==> src/rtl/hca_pkg.sv <==
package hca_pkg;

  // Number of lookahead blocks in the middle (latest-arriving) region.
  localparam int MID_NBLK = 5;

  // Width of middle block k: narrow blocks at both ends, wide blocks inside.
  function automatic int mid_blk_w(input int k);
    case (k)
      0:       return 2;
      1, 2, 3: return 4;
      default: return 2;
    endcase
  endfunction

  // Offset of middle block k within the middle region.
  function automatic int mid_blk_base(input int k);
    int acc;
    acc = 0;
    for (int i = 0; i < k; i++) acc += mid_blk_w(i);
    return acc;
  endfunction

  localparam int MID_TOTAL = mid_blk_base(MID_NBLK);

  // Carry into position hi, given carry cin into position lo,
  // in flat two-level lookahead form (no ripple between positions).
  function automatic logic span_carry(input logic [MID_TOTAL-1:0] g,
                                      input logic [MID_TOTAL-1:0] p,
                                      input logic cin,
                                      input int lo, input int hi);
    logic acc, term;
    acc = cin;
    for (int k = lo; k < hi; k++) acc = acc & p[k];
    for (int k = lo; k < hi; k++) begin
      term = g[k];
      for (int m = k + 1; m < hi; m++) term = term & p[m];
      acc = acc | term;
    end
    return acc;
  endfunction

  // Group propagate over positions lo..hi-1.
  function automatic logic span_prop(input logic [MID_TOTAL-1:0] p,
                                     input int lo, input int hi);
    logic acc;
    acc = 1'b1;
    for (int k = lo; k < hi; k++) acc = acc & p[k];
    return acc;
  endfunction

  // One full-adder step: returns {carry, sum}.
  function automatic logic [1:0] fa_step(input logic x, input logic y,
                                         input logic c);
    return {(x & y) | (c & (x ^ y)), x ^ y ^ c};
  endfunction

endpackage

==> src/rtl/hca_ripple.sv <==
module hca_ripple #(
  parameter int W = 8
) (
  input  logic [W-1:0] a,
  input  logic [W-1:0] b,
  input  logic         cin,
  output logic [W-1:0] s,
  output logic         cout
);
  import hca_pkg::*;

  logic       chain;
  logic [1:0] step;

  always_comb begin
    chain = cin;
    step  = '0;
    for (int i = 0; i < W; i++) begin
      step  = fa_step(a[i], b[i], chain);
      s[i]  = step[0];
      chain = step[1];
    end
    cout = chain;
  end

endmodule

==> src/rtl/hca_cla_mid.sv <==
module hca_cla_mid (
  input  logic [hca_pkg::MID_TOTAL-1:0] a,
  input  logic [hca_pkg::MID_TOTAL-1:0] b,
  input  logic                          cin,
  output logic [hca_pkg::MID_TOTAL-1:0] s,
  output logic                          cout,
  output logic [hca_pkg::MID_NBLK-1:0]  grp_g,
  output logic [hca_pkg::MID_NBLK-1:0]  grp_p,
  output logic [hca_pkg::MID_NBLK:0]    blk_c
);
  import hca_pkg::*;

  localparam int W  = MID_TOTAL;
  localparam int NB = MID_NBLK;

  logic [W-1:0] bit_g, bit_p;
  assign bit_g = a & b;
  assign bit_p = a ^ b;

  // First level: each block forms its group terms and its internal carries.
  for (genvar k = 0; k < NB; k++) begin : g_blk
    localparam int BW   = mid_blk_w(k);
    localparam int BASE = mid_blk_base(k);

    assign grp_g[k] = span_carry(bit_g, bit_p, 1'b0, BASE, BASE + BW);
    assign grp_p[k] = span_prop(bit_p, BASE, BASE + BW);

    for (genvar j = 0; j < BW; j++) begin : g_pos
      assign s[BASE+j] = bit_p[BASE+j]
                       ^ span_carry(bit_g, bit_p, blk_c[k], BASE, BASE + j);
    end
  end

  // Second level: lookahead over the group terms to produce block carries.
  logic term;
  always_comb begin
    blk_c    = '0;
    blk_c[0] = cin;
    term     = 1'b0;
    for (int j = 1; j <= NB; j++) begin
      blk_c[j] = cin;
      for (int k = 0; k < j; k++) blk_c[j] = blk_c[j] & grp_p[k];
      for (int k = 0; k < j; k++) begin
        term = grp_g[k];
        for (int m = k + 1; m < j; m++) term = term & grp_p[m];
        blk_c[j] = blk_c[j] | term;
      end
    end
  end

  assign cout = blk_c[NB];

endmodule

==> src/rtl/hca_csel_hi.sv <==
module hca_csel_hi #(
  parameter int W = 8
) (
  input  logic [W-1:0] a,
  input  logic [W-1:0] b,
  input  logic         sel,
  output logic [W-1:0] s,
  output logic         cout,
  output logic [W-1:0] cand0,
  output logic [W-1:0] cand1,
  output logic         cout0,
  output logic         cout1
);

  // Both carry-in assumptions are evaluated while the middle region settles.
  hca_ripple #(.W(W)) u_cin0 (
    .a(a), .b(b), .cin(1'b0), .s(cand0), .cout(cout0)
  );

  hca_ripple #(.W(W)) u_cin1 (
    .a(a), .b(b), .cin(1'b1), .s(cand1), .cout(cout1)
  );

  // Single multiplexer stage driven by the late carry.
  assign s    = sel ? cand1 : cand0;
  assign cout = sel ? cout1 : cout0;

endmodule

==> src/rtl/csv_final_adder.sv <==
module csv_final_adder #(
  parameter int WIDTH   = 32,
  parameter int LOW_W   = 8,
  parameter bit REG_OUT = 1'b1
) (
  input  logic             clk,
  input  logic             rst_n,
  input  logic [WIDTH-1:0] sv_in,
  input  logic [WIDTH-1:0] cv_in,
  output logic [WIDTH-1:0] total_o,
  output logic             carry_o
);
  import hca_pkg::*;

  localparam int MID_W = MID_TOTAL;
  localparam int HI_LO = LOW_W + MID_W;
  localparam int HI_W  = WIDTH - HI_LO;
  localparam int NB    = MID_NBLK;

  // Named hand-off points between the three regions.
  logic [LOW_W-1:0] lo_sum;
  logic             c_lo2mid;
  logic [MID_W-1:0] mid_sum;
  logic             c_mid2hi;
  logic [HI_W-1:0]  hi_sum, hi_cand0, hi_cand1;
  logic             hi_cout, hi_cout0, hi_cout1;
  logic [NB-1:0]    grp_g, grp_p;
  logic [NB:0]      blk_c;
  logic [WIDTH-1:0] sum_comb;
  logic             cout_comb;

  // Early low byte: ripple chain, no carry in.
  hca_ripple #(.W(LOW_W)) u_lo (
    .a    (sv_in[LOW_W-1:0]),
    .b    (cv_in[LOW_W-1:0]),
    .cin  (1'b0),
    .s    (lo_sum),
    .cout (c_lo2mid)
  );

  // Critical middle region: two-level variable-block lookahead.
  hca_cla_mid u_mid (
    .a     (sv_in[HI_LO-1:LOW_W]),
    .b     (cv_in[HI_LO-1:LOW_W]),
    .cin   (c_lo2mid),
    .s     (mid_sum),
    .cout  (c_mid2hi),
    .grp_g (grp_g),
    .grp_p (grp_p),
    .blk_c (blk_c)
  );

  // Upper byte: precomputed pair, selected by carry out of the middle.
  hca_csel_hi #(.W(HI_W)) u_hi (
    .a     (sv_in[WIDTH-1:HI_LO]),
    .b     (cv_in[WIDTH-1:HI_LO]),
    .sel   (c_mid2hi),
    .s     (hi_sum),
    .cout  (hi_cout),
    .cand0 (hi_cand0),
    .cand1 (hi_cand1),
    .cout0 (hi_cout0),
    .cout1 (hi_cout1)
  );

  assign sum_comb  = {hi_sum, mid_sum, lo_sum};
  assign cout_comb = hi_cout;

  if (REG_OUT) begin : g_reg
    always_ff @(posedge clk or negedge rst_n) begin
      if (!rst_n) begin
        total_o <= '0;
        carry_o <= 1'b0;
      end else begin
        total_o <= sum_comb;
        carry_o <= cout_comb;
      end
    end


    sum_latency_chk: assert property (@(posedge clk) disable iff (!rst_n)
      1'b1 |=> ({carry_o, total_o} == $past({1'b0, sv_in} + {1'b0, cv_in})));
  end else begin : g_comb
    always_comb begin
      total_o = sum_comb;
      carry_o = cout_comb;
    end


    sum_direct_chk: assert property (@(posedge clk) disable iff (!rst_n)
      {carry_o, total_o} == ({1'b0, sv_in} + {1'b0, cv_in}));
  end

  // Reference partial sums used only by the checks below.
  logic [LOW_W:0] lo_ref;
  logic [HI_LO:0] mid_ref;
  assign lo_ref  = {1'b0, sv_in[LOW_W-1:0]} + {1'b0, cv_in[LOW_W-1:0]};
  assign mid_ref = {1'b0, sv_in[HI_LO-1:0]} + {1'b0, cv_in[HI_LO-1:0]};


  lo_handoff_chk: assert property (@(posedge clk) disable iff (!rst_n)
    (c_lo2mid == lo_ref[LOW_W]) && (lo_sum == lo_ref[LOW_W-1:0]));


  mid_handoff_chk: assert property (@(posedge clk) disable iff (!rst_n)
    (c_mid2hi == mid_ref[HI_LO]) && ({mid_sum, lo_sum} == mid_ref[HI_LO-1:0]));

  for (genvar k = 0; k < NB; k++) begin : g_blkchk

    blk_pass_chk: assert property (@(posedge clk) disable iff (!rst_n)
      grp_p[k] |-> (blk_c[k+1] == blk_c[k]));

    blk_own_chk: assert property (@(posedge clk) disable iff (!rst_n)
      !grp_p[k] |-> (blk_c[k+1] == grp_g[k]));
  end


  hi_pair_chk: assert property (@(posedge clk) disable iff (!rst_n)
    {hi_cout1, hi_cand1} == ({hi_cout0, hi_cand0} + {{HI_W{1'b0}}, 1'b1}));

endmodule

==> config.mk <==
export PLATFORM = sky130hd
export DESIGN_NAME = csv_final_adder
export DESIGN_NICKNAME = d
export VERILOG_FILES = /design/src/rtl/hca_pkg.sv /design/src/rtl/hca_ripple.sv /design/src/rtl/hca_cla_mid.sv /design/src/rtl/hca_csel_hi.sv /design/src/rtl/csv_final_adder.sv
export SDC_FILE = /design/constraint.sdc
export NUM_CORES = 1
export LEC_CHECK = 0
export BUFFER_PORTS_ARGS = -buffer_cell sky130_fd_sc_hd__buf_4
export CAP_MARGIN = 20
export CORE_MARGIN = 8
export CORE_UTILIZATION = 48
export DETAILED_ROUTE_END_ITERATION = 8
export PLACE_DENSITY = 0.82
export SYNTH_ARGS = -nofsm -noshare
export SYNTH_HDL_FRONTEND = slang
export SYNTH_SLANG_ARGS = --single-unit
==> constraint.sdc <==
create_clock -name clk -period 0.8 [get_ports clk]
set_input_delay 0.16 -clock clk [delete_from_list [all_inputs] [get_ports clk]]
set_output_delay 0.16 -clock clk [all_outputs]
set_load 0.03 [all_outputs]
# ---- Word-level counts from Yosys, hierarchy flattened
# Cells that the tools add are included.
dict set report totals {
  out_inout_bits 33
  register_bits 33
  elab_cells 222
}
dict set report op_classes {
  n_bitwise 218
  muxes 2
}
# cell n
set ops {}
lappend ops {{AND 1 bit} 94}
lappend ops {{bitwise OR 1 bit} 68}
lappend ops {{XOR 1 bit} 53}
lappend ops {{AND 16 bit} 1}
lappend ops {{XOR 16 bit} 1}
lappend ops {{two-way mux 8 bit} 1}
lappend ops {{two-way mux 1 bit} 1}
lappend ops {{inverter 1 bit} 1}

# ---- Logic depth before layout (Yosys ltp)
# Gate-level depths: netlist of the first run.
dict set report logic_depth {
  ltp_word 28
  ltp_mapped 23
}

# ---- By module
# Synthesis of the first run repeated with hierarchy kept, for this count alone.
dict set report unflattened {
  cells_unflattened 183
  area_unflattened_um2 2293.4
}
# mod cells_per_inst area_each_um2 instances seq_area_each_um2
set by_module_without_submodules {}
lappend by_module_without_submodules {csv_final_adder 34 829.5 1 825.8}
lappend by_module_without_submodules {hca_cla_mid 83 716.9 1 0.0}
lappend by_module_without_submodules {hca_ripple 18 197.7 3 0.0}
lappend by_module_without_submodules {hca_csel_hi 12 153.9 1 0.0}

# ---- Least setup slack after synthesis of the first run
# No wires, ideal clock.
dict set report synth_timing {
  path_kind {input to register}
  from {input port sv_in[0]}
  to {register total_o[31]}
  slack_ns -5.571
  setup_time_ns 0.064
  arrival_time_ns 6.307
  path_buffers 0
  path_stages 23
  path_cell_list {ha_1 -> fa_1 -> fa_1 -> fa_1 -> fa_1 -> fa_1 -> fa_1 -> inv_1 -> fa_1 -> nand3b_1 -> a21oi_1 -> o31ai_1 -> a21oi_2 -> mux2i_1 -> fa_1 -> fa_1 -> fa_1 -> fa_1 -> fa_1 -> fa_1 -> inv_1 -> fa_1 -> inv_1}
}
dict set report synth_between {
  elab_chain_len 26
}
# element line
set synth_rtl {}
lappend synth_rtl {{from (decl)} csv_final_adder.sv:8} ;# input logic [WIDTH-1:0] sv_in,
lappend synth_rtl {{AND 1 bit (2 in series)} hca_pkg.sv:54} ;# return {(x & y) | (c & (x ^ y)), x ^ y ^ c};
lappend synth_rtl {{bitwise OR 1 bit} hca_pkg.sv:54}
lappend synth_rtl {{AND 1 bit} hca_pkg.sv:54}
lappend synth_rtl {{bitwise OR 1 bit} hca_pkg.sv:54}
lappend synth_rtl {{AND 1 bit} hca_pkg.sv:54}
lappend synth_rtl {{bitwise OR 1 bit} hca_pkg.sv:54}
lappend synth_rtl {{AND 1 bit} hca_pkg.sv:54}
lappend synth_rtl {{bitwise OR 1 bit} hca_pkg.sv:54}
lappend synth_rtl {{[2 not listed]} -}
lappend synth_rtl {{AND 1 bit} hca_pkg.sv:54}
lappend synth_rtl {{bitwise OR 1 bit} hca_pkg.sv:54}
lappend synth_rtl {{AND 1 bit} hca_pkg.sv:54}
lappend synth_rtl {{bitwise OR 1 bit} hca_pkg.sv:54}
lappend synth_rtl {{AND 1 bit (5 in series)} hca_cla_mid.sv:42} ;# for (int k = 0; k < j; k++) blk_c[j] = blk_c[j] & grp_p[k];
lappend synth_rtl {{bitwise OR 1 bit (5 in series)} hca_cla_mid.sv:46} ;# blk_c[j] = blk_c[j] | term;
lappend synth_rtl {{two-way mux 8 bit} hca_csel_hi.sv:25} ;# assign s = sel ? cand1 : cand0;
lappend synth_rtl {{net hi_sum[7]} csv_final_adder.sv:25} ;# logic [HI_W-1:0] hi_sum, hi_cand0, hi_cand1;
lappend synth_rtl {{to (signal assigned)} csv_final_adder.sv:75} ;# total_o <= sum_comb;
lappend synth_rtl {{to (decl)} csv_final_adder.sv:10} ;# output logic [WIDTH-1:0] total_o,
# The timed path passes the listed nets, and every way through them passes these cells.

# ---- Final worst setup path of the first run
# Ends and elaborated chain as after synthesis.

==> run summary, run 1 <==
Most frequently used cell type in the post-synthesis netlist: sky130_fd_sc_hd__dfrtp_1. The minimum clock period was 5.91 ns; the first-pass iteration count of the detailed router was 4. Number of DRC markers in iteration 0: 94. The capturing element type of the critical path is a flop. The tool flagged a number of max-cap violations equal to 0. Global-route total usage across every layer: 0.207.

The synthesized design contains 0 enable-type register cells. The fraction of post-synthesis cell area in the top cell type by area works out to 0.440. The switching fraction of total power came out at 0.357.

At the pin with the least slew margin, the transition time is 0.420 ns. The logs give 34 for the pin count of the biggest net entering global routing and 0 for the total count of hold-check failures in the final report. The filler cells instantiated in the layout total 177.

The minimum hold slack was 0.111 ns; the proportion of register bits with asynchronous set or reset after synthesis was 1.00. The post-synthesis instance total came out at 144. The run finished, with violations left. The number of nets at the end of the flow is 392. The detailed-route vias per instance works out to 4.89. By startpoint and endpoint, the worst setup path is classified as input pin to flop. Summed over all failing endpoints, the final setup total negative slack is -94.83 ns. The number of placed instances, taps included, is 321. No sink is reached through more buffers than the 2 on the longest clock path. In this run the mean area of a mapped cell was 13.0 um2. The tree is rooted in a sky130_fd_sc_hd__clkbuf_8. TritonCTS built the clock tree.

For this design the top-level I/O count stands at 99. At the worst endpoint, the arrival time is 6.14 ns. Critical path launch point type: an input pin. The primary flip-flop cell chosen by synthesis mapping was sky130_fd_sc_hd__dfrtp_1.

Summed over all cells, the static leakage comes to 0.00161 uW. The total power per unit cell area came out at 1910 nW/um2. Summing over every cut layer, the via total after detailed routing is 1634.

The tools report the area of all placed cells without fillers as 3280 um2. The number of clock buffers added by TritonCTS is 5. The number of buffers inserted by port buffering came out at 98.

The number of nets in the synthesized netlist is 251. The clock slew seen by the registers of the worst setup and hold paths is 0.06 ns. The final wirelength is 6220 um, and the total power is 6270 uW.

Portion of total power attributed to sequential cells: 0.349. The die extent in x was 78.5 um; the post-layout instance count excluding filler cells was 334. The tools report the total overflow reported by the global router as 0. The initial antenna violation count was 0; the area of placed instances was 2990 um2. The worst setup slack after layout is -5.11 ns, and the sequential cell area fraction in the yosys report is 0.440. The repair_antennas step left the layout with diodes totalling 0.

From bottom edge to top edge, the die measures 78.5 um. The peak supply drop is 1.47 mV. The tools report the number of unique standard cell types used by synthesis as 23. The final reports fail on negative setup slack. The first global-routing pass estimated 9700 um of wire. The clock sink count was 33; the area of the core was 3720 um2. Dividing the detail-routed wire length by the instance count gives 18.6 um.

The relative contribution of the clock network to total power was 0.190; the internal cell power was 4030 uW. The register bit total from synthesis is 33, and the starting density of the core is 0.505. The max-slew violation total from the final report is 0, and the part of the cycle the worst path needs is 7.39. The die covers 6170 um2. For this run, design rule violations remaining after detail routing come to 0. Counting instances in the post-synthesis netlist gives the leading cell types as sky130_fd_sc_hd__dfrtp_1 (33), sky130_fd_sc_hd__ha_1 (22), sky130_fd_sc_hd__fa_1 (19).

At the end of routability-driven placement, the weighted congestion stood at 0.764. The logic gate share of total power was 0.461. Setup repair after global routing could not meet its margin everywhere. The classification of the worst-slack hold path was input pin to flop. The tools report the number of rows in the core area as 22. The area growth from synthesis to layout is 75.0%. Setup violations remaining at the end of the flow were counted as 64. For the maximum level of the CTS H-tree, the log shows 2. After synthesis, the cell types taking the most area are sky130_fd_sc_hd__dfrtp_1 (44%), sky130_fd_sc_hd__fa_1 (20%), sky130_fd_sc_hd__ha_1 (15%). Cell accounting for the most synthesized area: sky130_fd_sc_hd__dfrtp_1. After legalization and detailed placement, the total HPWL measured 4460 um. The maximum net fanout on the critical path came out at 2.

The worst max-slew margin expressed relative to the limit came out at 0.720. The run gives 1930 as the via count of the first global-routing pass. Derived from the worst setup path, the maximum achievable clock frequency is 169 MHz.

The fraction of layout cells with a size suffix above 1 was 0.608; the final antenna-violating net count was 0. The Yosys step of the flow raised 0 warnings. After synthesis the cells add up to 1880 um2. The analysis attributes to net switching a power of 2240 uW. The run gives 1.03 ns as the worst path required time.
[through the flow]
stage / worst slack (ns) / utilization
CTS: -4.96 / 0.879
global placement: -5.30 / 0.804
finish: -5.11 / 0.884
detailed placement: -5.45 / 0.804
floorplan: -5.09 / -
global route: -5.25 / 0.884
[cell type report]
class,instances,area [um2],share of cell area
Inverter,13,48.8,0.0149
Timing Repair Buffer,134,1150,0.350
Sequential cell,33,826,0.251
Multi-Input combinational cell,98,1120,0.341
Clock buffer,8,80.1,0.0244
Tap cell,48,60.1,0.0183
[per-layer routing]
| metal | track usage | part of all wire |
|---|---|---|
| met3 | 0.0592 | 0.058 |
| met4 | 0.0648 | 0.020 |
| met2 | 0.422 | 0.60 |
| met5 | 0 | 0 |
| met1 | 0.186 | 0.32 |
[worst max-delay path, cell delays in order]
cell	delay, ns
sky130_fd_sc_hd__buf_6	0.10
sky130_fd_sc_hd__ha_4	0.15
sky130_fd_sc_hd__fa_2	0.34
sky130_fd_sc_hd__fa_2	0.35
sky130_fd_sc_hd__fa_2	0.34
sky130_fd_sc_hd__fa_2	0.34
sky130_fd_sc_hd__fa_2	0.34
sky130_fd_sc_hd__fa_2	0.35
sky130_fd_sc_hd__inv_2	0.06
sky130_fd_sc_hd__fa_2	0.20
sky130_fd_sc_hd__nand3b_1	0.14
sky130_fd_sc_hd__a21oi_2	0.09
sky130_fd_sc_hd__o31ai_4	0.24
sky130_fd_sc_hd__a21oi_2	0.13
sky130_fd_sc_hd__mux2i_2	0.20
sky130_fd_sc_hd__fa_2	0.35
sky130_fd_sc_hd__fa_2	0.34
sky130_fd_sc_hd__fa_2	0.34
sky130_fd_sc_hd__fa_2	0.34
sky130_fd_sc_hd__fa_2	0.34
sky130_fd_sc_hd__fa_2	0.34
sky130_fd_sc_hd__inv_2	0.06
sky130_fd_sc_hd__fa_2	0.43
sky130_fd_sc_hd__inv_2	0.05
[power by group through the flow]
| stage | combinational, uW | sequential, uW | clock (uW) |
|---|---|---|---|
| after global routing | 3070 | 2210 | 1300 |
| final | 2890 | 2190 | 1190 |
| after CTS | 2850 | 2180 | 1210 |
| after floorplan | 593 | 2830 | 0 |
| after detailed placement | 2570 | 2140 | 0 |
| after global placement | 2500 | 2130 | 0 |
[cells by family (layout without fill, tap and decap cells)]
| group | count (synthesis) | after routing | share of synthesized area |
|---|---|---|---|
| AO/OA/AOI/OAI | 22 | 22 | 0.0740 |
| XOR/XNOR | 10 | 10 | 0.0467 |
| adder cells (fa/ha/maj) | 41 | 41 | 0.349 |
| buffers and inverters | 13 | 155 | 0.0260 |
| flip-flops | 33 | 33 | 0.440 |
| multiplexers | 1 | 1 | 0.00533 |
| AND/OR/NAND/NOR | 24 | 24 | 0.0587 |
[registers in the layout (all words and copies together), names as in the netlist]
name	count
total_o	32
carry_o	1
[layout by cell type (no fill, tap or decap), types with 2 or more instances in the layout]
master / n
sky130_fd_sc_hd__a21oi_1: 6
sky130_fd_sc_hd__clkbuf_8: 5
sky130_fd_sc_hd__ha_4: 2
sky130_fd_sc_hd__o21a_1: 4
sky130_fd_sc_hd__buf_4: 95
sky130_fd_sc_hd__or3_1: 3
sky130_fd_sc_hd__buf_6: 38
sky130_fd_sc_hd__fa_2: 19
sky130_fd_sc_hd__ha_1: 19
sky130_fd_sc_hd__nor3_1: 3
sky130_fd_sc_hd__inv_2: 6
sky130_fd_sc_hd__inv_1: 7
sky130_fd_sc_hd__clkbuf_1: 3
sky130_fd_sc_hd__xnor2_1: 3
sky130_fd_sc_hd__nand2_1: 6
sky130_fd_sc_hd__nor2_1: 8
sky130_fd_sc_hd__o21ai_0: 4
sky130_fd_sc_hd__xor2_1: 7
sky130_fd_sc_hd__dfrtp_1: 33
sky130_fd_sc_hd__a21oi_2: 3
[worst paths after layout]
| kind | endpoint | depth (start not counted) | from | slack (ns) |
|---|---|---|---|---|
| max | total_o[31]$_DFF_PN0_ | 24 | sv_in[0] | -5.11 |
| min | total_o[0]$_DFF_PN0_ | 2 | cv_in[0] | 0.11 |
| max in group asynchronous | total_o[12]$_DFF_PN0_ | 2 | rst_n | 0.14 |
| min in group asynchronous | total_o[2]$_DFF_PN0_ | 2 | rst_n | 0.36 |
[what timing repair did]
action,in CTS,in global routing
setup buffers,4,3
resized for setup,42,7
hold buffers,1,0
hold endpoints to repair,33,0
pin swaps,5,6
endpoints found under the setup margin,64,64
No activity file was read; power rests on OpenSTA's default activity.
==> run 2: changes to the inputs <==
--- a/config.mk
+++ b/config.mk
@@ -8,9 +8,10 @@
 export BUFFER_PORTS_ARGS = -buffer_cell sky130_fd_sc_hd__buf_4
 export CAP_MARGIN = 20
 export CORE_MARGIN = 8
-export CORE_UTILIZATION = 48
+export CORE_UTILIZATION = 40
+export CTS_BUF_LIST = sky130_fd_sc_hd__clkbuf_4 sky130_fd_sc_hd__clkbuf_8
 export DETAILED_ROUTE_END_ITERATION = 8
-export PLACE_DENSITY = 0.82
+export PLACE_DENSITY = 0.69
 export SYNTH_ARGS = -nofsm -noshare
 export SYNTH_HDL_FRONTEND = slang
 export SYNTH_SLANG_ARGS = --single-unit
==> constraint.sdc (replaced) <==
create_clock -name clk -period 7.6 [get_ports clk]
set_input_delay 1.52 -clock clk [delete_from_list [all_inputs] [get_ports clk]]
set_output_delay 1.52 -clock clk [all_outputs]
set_load 0.03 [all_outputs]
==> run 2 against run 1 <==
Effect of this change: the flow now finishes without violations; sequential share of layout area increased by 3.9 points; non-clock buffer count decreased by 32; via count decreased by 14%; routed wire length decreased by 29%; clock-buffer cell count decreased by 2; hold slack improved by 1.1 ns; cell area decreased by 13%; first-iteration DRC count decreased by 76%; cell count decreased by 7.8%.
==> run summary, run 2 (same netlist as run 1, synthesis figures left out) <==
The H-tree generated during clock tree synthesis spans 2 levels. Setup repair after global routing left no endpoint under its margin. The number of antenna diodes in the final layout is 0. The root buffer cell chosen for the clock tree is sky130_fd_sc_hd__clkbuf_8. For the area of all placed cells without fillers, the log shows 2840 um2. The number of DRC markers in iteration 0 is 23, and the maximum clock path buffer count is 2. Setup violations remaining at the end of the flow were counted as 0. The die extent in x is 84.5 um. The worst hold path belongs to the class input pin to async pin.

Capturing element type of the critical path: a flop. Tracing the worst setup path back leads to its startpoint at sv_in[0]. Register with the most flip-flops: total_o.

The die height is 84.5 um. The logs give 1589 for the via count of the first global-routing pass and 2710 um2 for the area of placed instances. Commonest non-fill, non-tap cell in the layout: sky130_fd_sc_hd__buf_4. The run finished with clean final reports.

The tools report the peak supply drop as 0.0731 mV. Minimum clock period: 7.37 ns. The transition time at the pin with the least slew margin was 0.407 ns; the part of the cycle the worst path needs was 0.970. Data on the critical path is required at its endpoint by 7.82 ns.

The signed area change from the synthesized netlist to the final layout came out at 51.4%. The area of the core was 4630 um2; the number of fill cells was 399. The critical path data arrival time is 7.59 ns, and the cell total after placement is 298. For the worst max-slew margin expressed relative to the limit, the log shows 0.729. After the last flow step, the layout net total stands at 360.

Summed over all failing endpoints, the final setup total negative slack is 0 ns. The congestion estimate from routability-driven global placement came to 0.771. The tool flagged a number of max-cap violations equal to 0. The global-route total usage across every layer is 0.128, and the starting density of the core is 0.405. The area of the die was 7140 um2. TritonCTS built the clock tree. Detailed-route wire length per cell: 14.4 um. Buffers inserted to repair hold after CTS numbered 0.

After detailed routing, the total wire length is 4420 um. The max-slew violation total from the final report was 0. For the global-route wire length before repair, the log shows 7290 um. After global routing the overflow that remains totals 0. The first detailed-routing pass took 3 iterations. The detailed-route vias per instance was 4.56. Of all nets on the critical path, the largest fanout is 2. Once routing completed, OpenROAD measured the worst setup slack at 0.228 ns.

The most critical setup path has its endpoint at total_o[31]$_DFF_PN0_. The post-DP HPWL came out at 3970 um. Counting every sink on the clock net gives 33. The startpoint-to-endpoint class of the critical path was input pin to flop. The final antenna-violating net count is 0.

The share of the core filled with cells came out at 0.614. In this run the count of I/O pins placed on the die edge is 99. Top achievable clock speed: 136 MHz.

In the layout the commonest cells are sky130_fd_sc_hd__buf_4 (102), sky130_fd_sc_hd__dfrtp_1 (33), sky130_fd_sc_hd__ha_1 (22), sky130_fd_sc_hd__inv_1 (12), sky130_fd_sc_hd__fa_2 (11). During placement, the flow inserted port buffers numbering 98. The total power per unit cell area was 208 nW/um2. The register with the most flip-flops in the layout has 32 of them.

The fraction of layout cells with a size suffix above 1 is 0.492. The initial antenna violation count came out at 0. The post-layout instance count excluding filler cells is 308, and the clock slew seen by the registers of the worst setup and hold paths is 0.06 ns.

The worst setup slack after placement was -0.473 ns; the static leakage was 0.00142 uW. After floorplanning, the core was divided into 25 placement rows. For the post-detailed-route DRC marker count, the log shows 0. Entering global routing, the biggest net connects 34 pins. The tools report the total count of hold-check failures in the final report as 0. The worst setup path is launched from an input pin.

In the final layout, the registers with the most flip-flops are total_o: 32 flops, carry_o: 1 flops. The logs give 5 for the total CTS buffers and 1406 for the total via count in the routed design.
[run 2: changes by cell type in the layout (fill, tap and decap cells not counted), moves of 5 or more]
cell / change
sky130_fd_sc_hd__buf_4: +7
sky130_fd_sc_hd__buf_6: -38
sky130_fd_sc_hd__fa_1: +8
sky130_fd_sc_hd__fa_2: -8
sky130_fd_sc_hd__inv_1: +5
sky130_fd_sc_hd__inv_2: -5
[run 2: timing repair]
item                       in CTS  in global routing
hold endpoints to repair        0                  0
resized for setup               3                  7
setup buffers                   1                  1
setup endpoints to repair       1                  1
pin swaps                       2                  2
[run 2: stage by stage]
| step | total power, uW | hold slack (ns) |
|---|---|---|
| floorplan | 356 | 1.22 |
| global placement | 465 | 1.49 |
| detailed placement | 470 | 1.49 |
| CTS | 600 | 1.19 |
| global route | 627 | 1.20 |
| finish | 591 | 1.17 |
[run 2: final cells by class]
cell class | count | area, um2 | area share
clock inverter | 2 | 10.0 | 0.00352
sequential | 33 | 826 | 0.291
timing repair buffer | 102 | 766 | 0.269
multi-input combinational | 98 | 1050 | 0.369
tap | 54 | 67.6 | 0.0238
clock buffer | 6 | 76.3 | 0.0269
inverter | 13 | 48.8 | 0.0172
[run 2: power by group]
part	internal, uW	switching (uW)	total (uW)
clock	66.8	57.5	124
combinational	104	143	247
sequential	211	9.04	220
[run 2: how the worst min path moves through the flow]
stage	startpoint	end	slack (ns)	cells after the start
2_1_floorplan	rst_n	carry_o$_DFF_PN0_	1.22	0
3_3_place_gp	rst_n	total_o[19]$_DFF_PN0_	1.49	1
3_5_place_dp	rst_n	total_o[21]$_DFF_PN0_	1.49	1
4_1_cts	rst_n	total_o[10]$_DFF_PN0_	1.19	1
5_1_grt	rst_n	total_o[30]$_DFF_PN0_	1.20	1
6_report	rst_n	total_o[21]$_DFF_PN0_	1.17	1
[run 2: layer usage]
metal | track usage | wire length, um
met5 | 0 | 0
met4 | 0.0550 | 88
met3 | 0.0380 | 255
met2 | 0.244 | 2500
met1 | 0.124 | 1580
[run 2: critical path, cell delays in order]
cell and delay, ns:
sky130_fd_sc_hd__buf_4 0.11, sky130_fd_sc_hd__ha_1 0.20, sky130_fd_sc_hd__fa_2 0.34, sky130_fd_sc_hd__fa_2 0.35, sky130_fd_sc_hd__fa_2 0.35, sky130_fd_sc_hd__fa_2 0.36, sky130_fd_sc_hd__fa_2 0.36, sky130_fd_sc_hd__fa_1 0.38
sky130_fd_sc_hd__inv_2 0.07, sky130_fd_sc_hd__fa_2 0.18, sky130_fd_sc_hd__nand3b_1 0.14, sky130_fd_sc_hd__a21oi_2 0.09, sky130_fd_sc_hd__o31ai_4 0.29, sky130_fd_sc_hd__a21oi_2 0.11, sky130_fd_sc_hd__mux2i_1 0.14, sky130_fd_sc_hd__fa_2 0.35
sky130_fd_sc_hd__fa_2 0.35, sky130_fd_sc_hd__fa_2 0.35, sky130_fd_sc_hd__fa_2 0.34, sky130_fd_sc_hd__fa_2 0.34, sky130_fd_sc_hd__fa_1 0.36, sky130_fd_sc_hd__inv_1 0.07, sky130_fd_sc_hd__fa_1 0.40, sky130_fd_sc_hd__inv_1 0.06
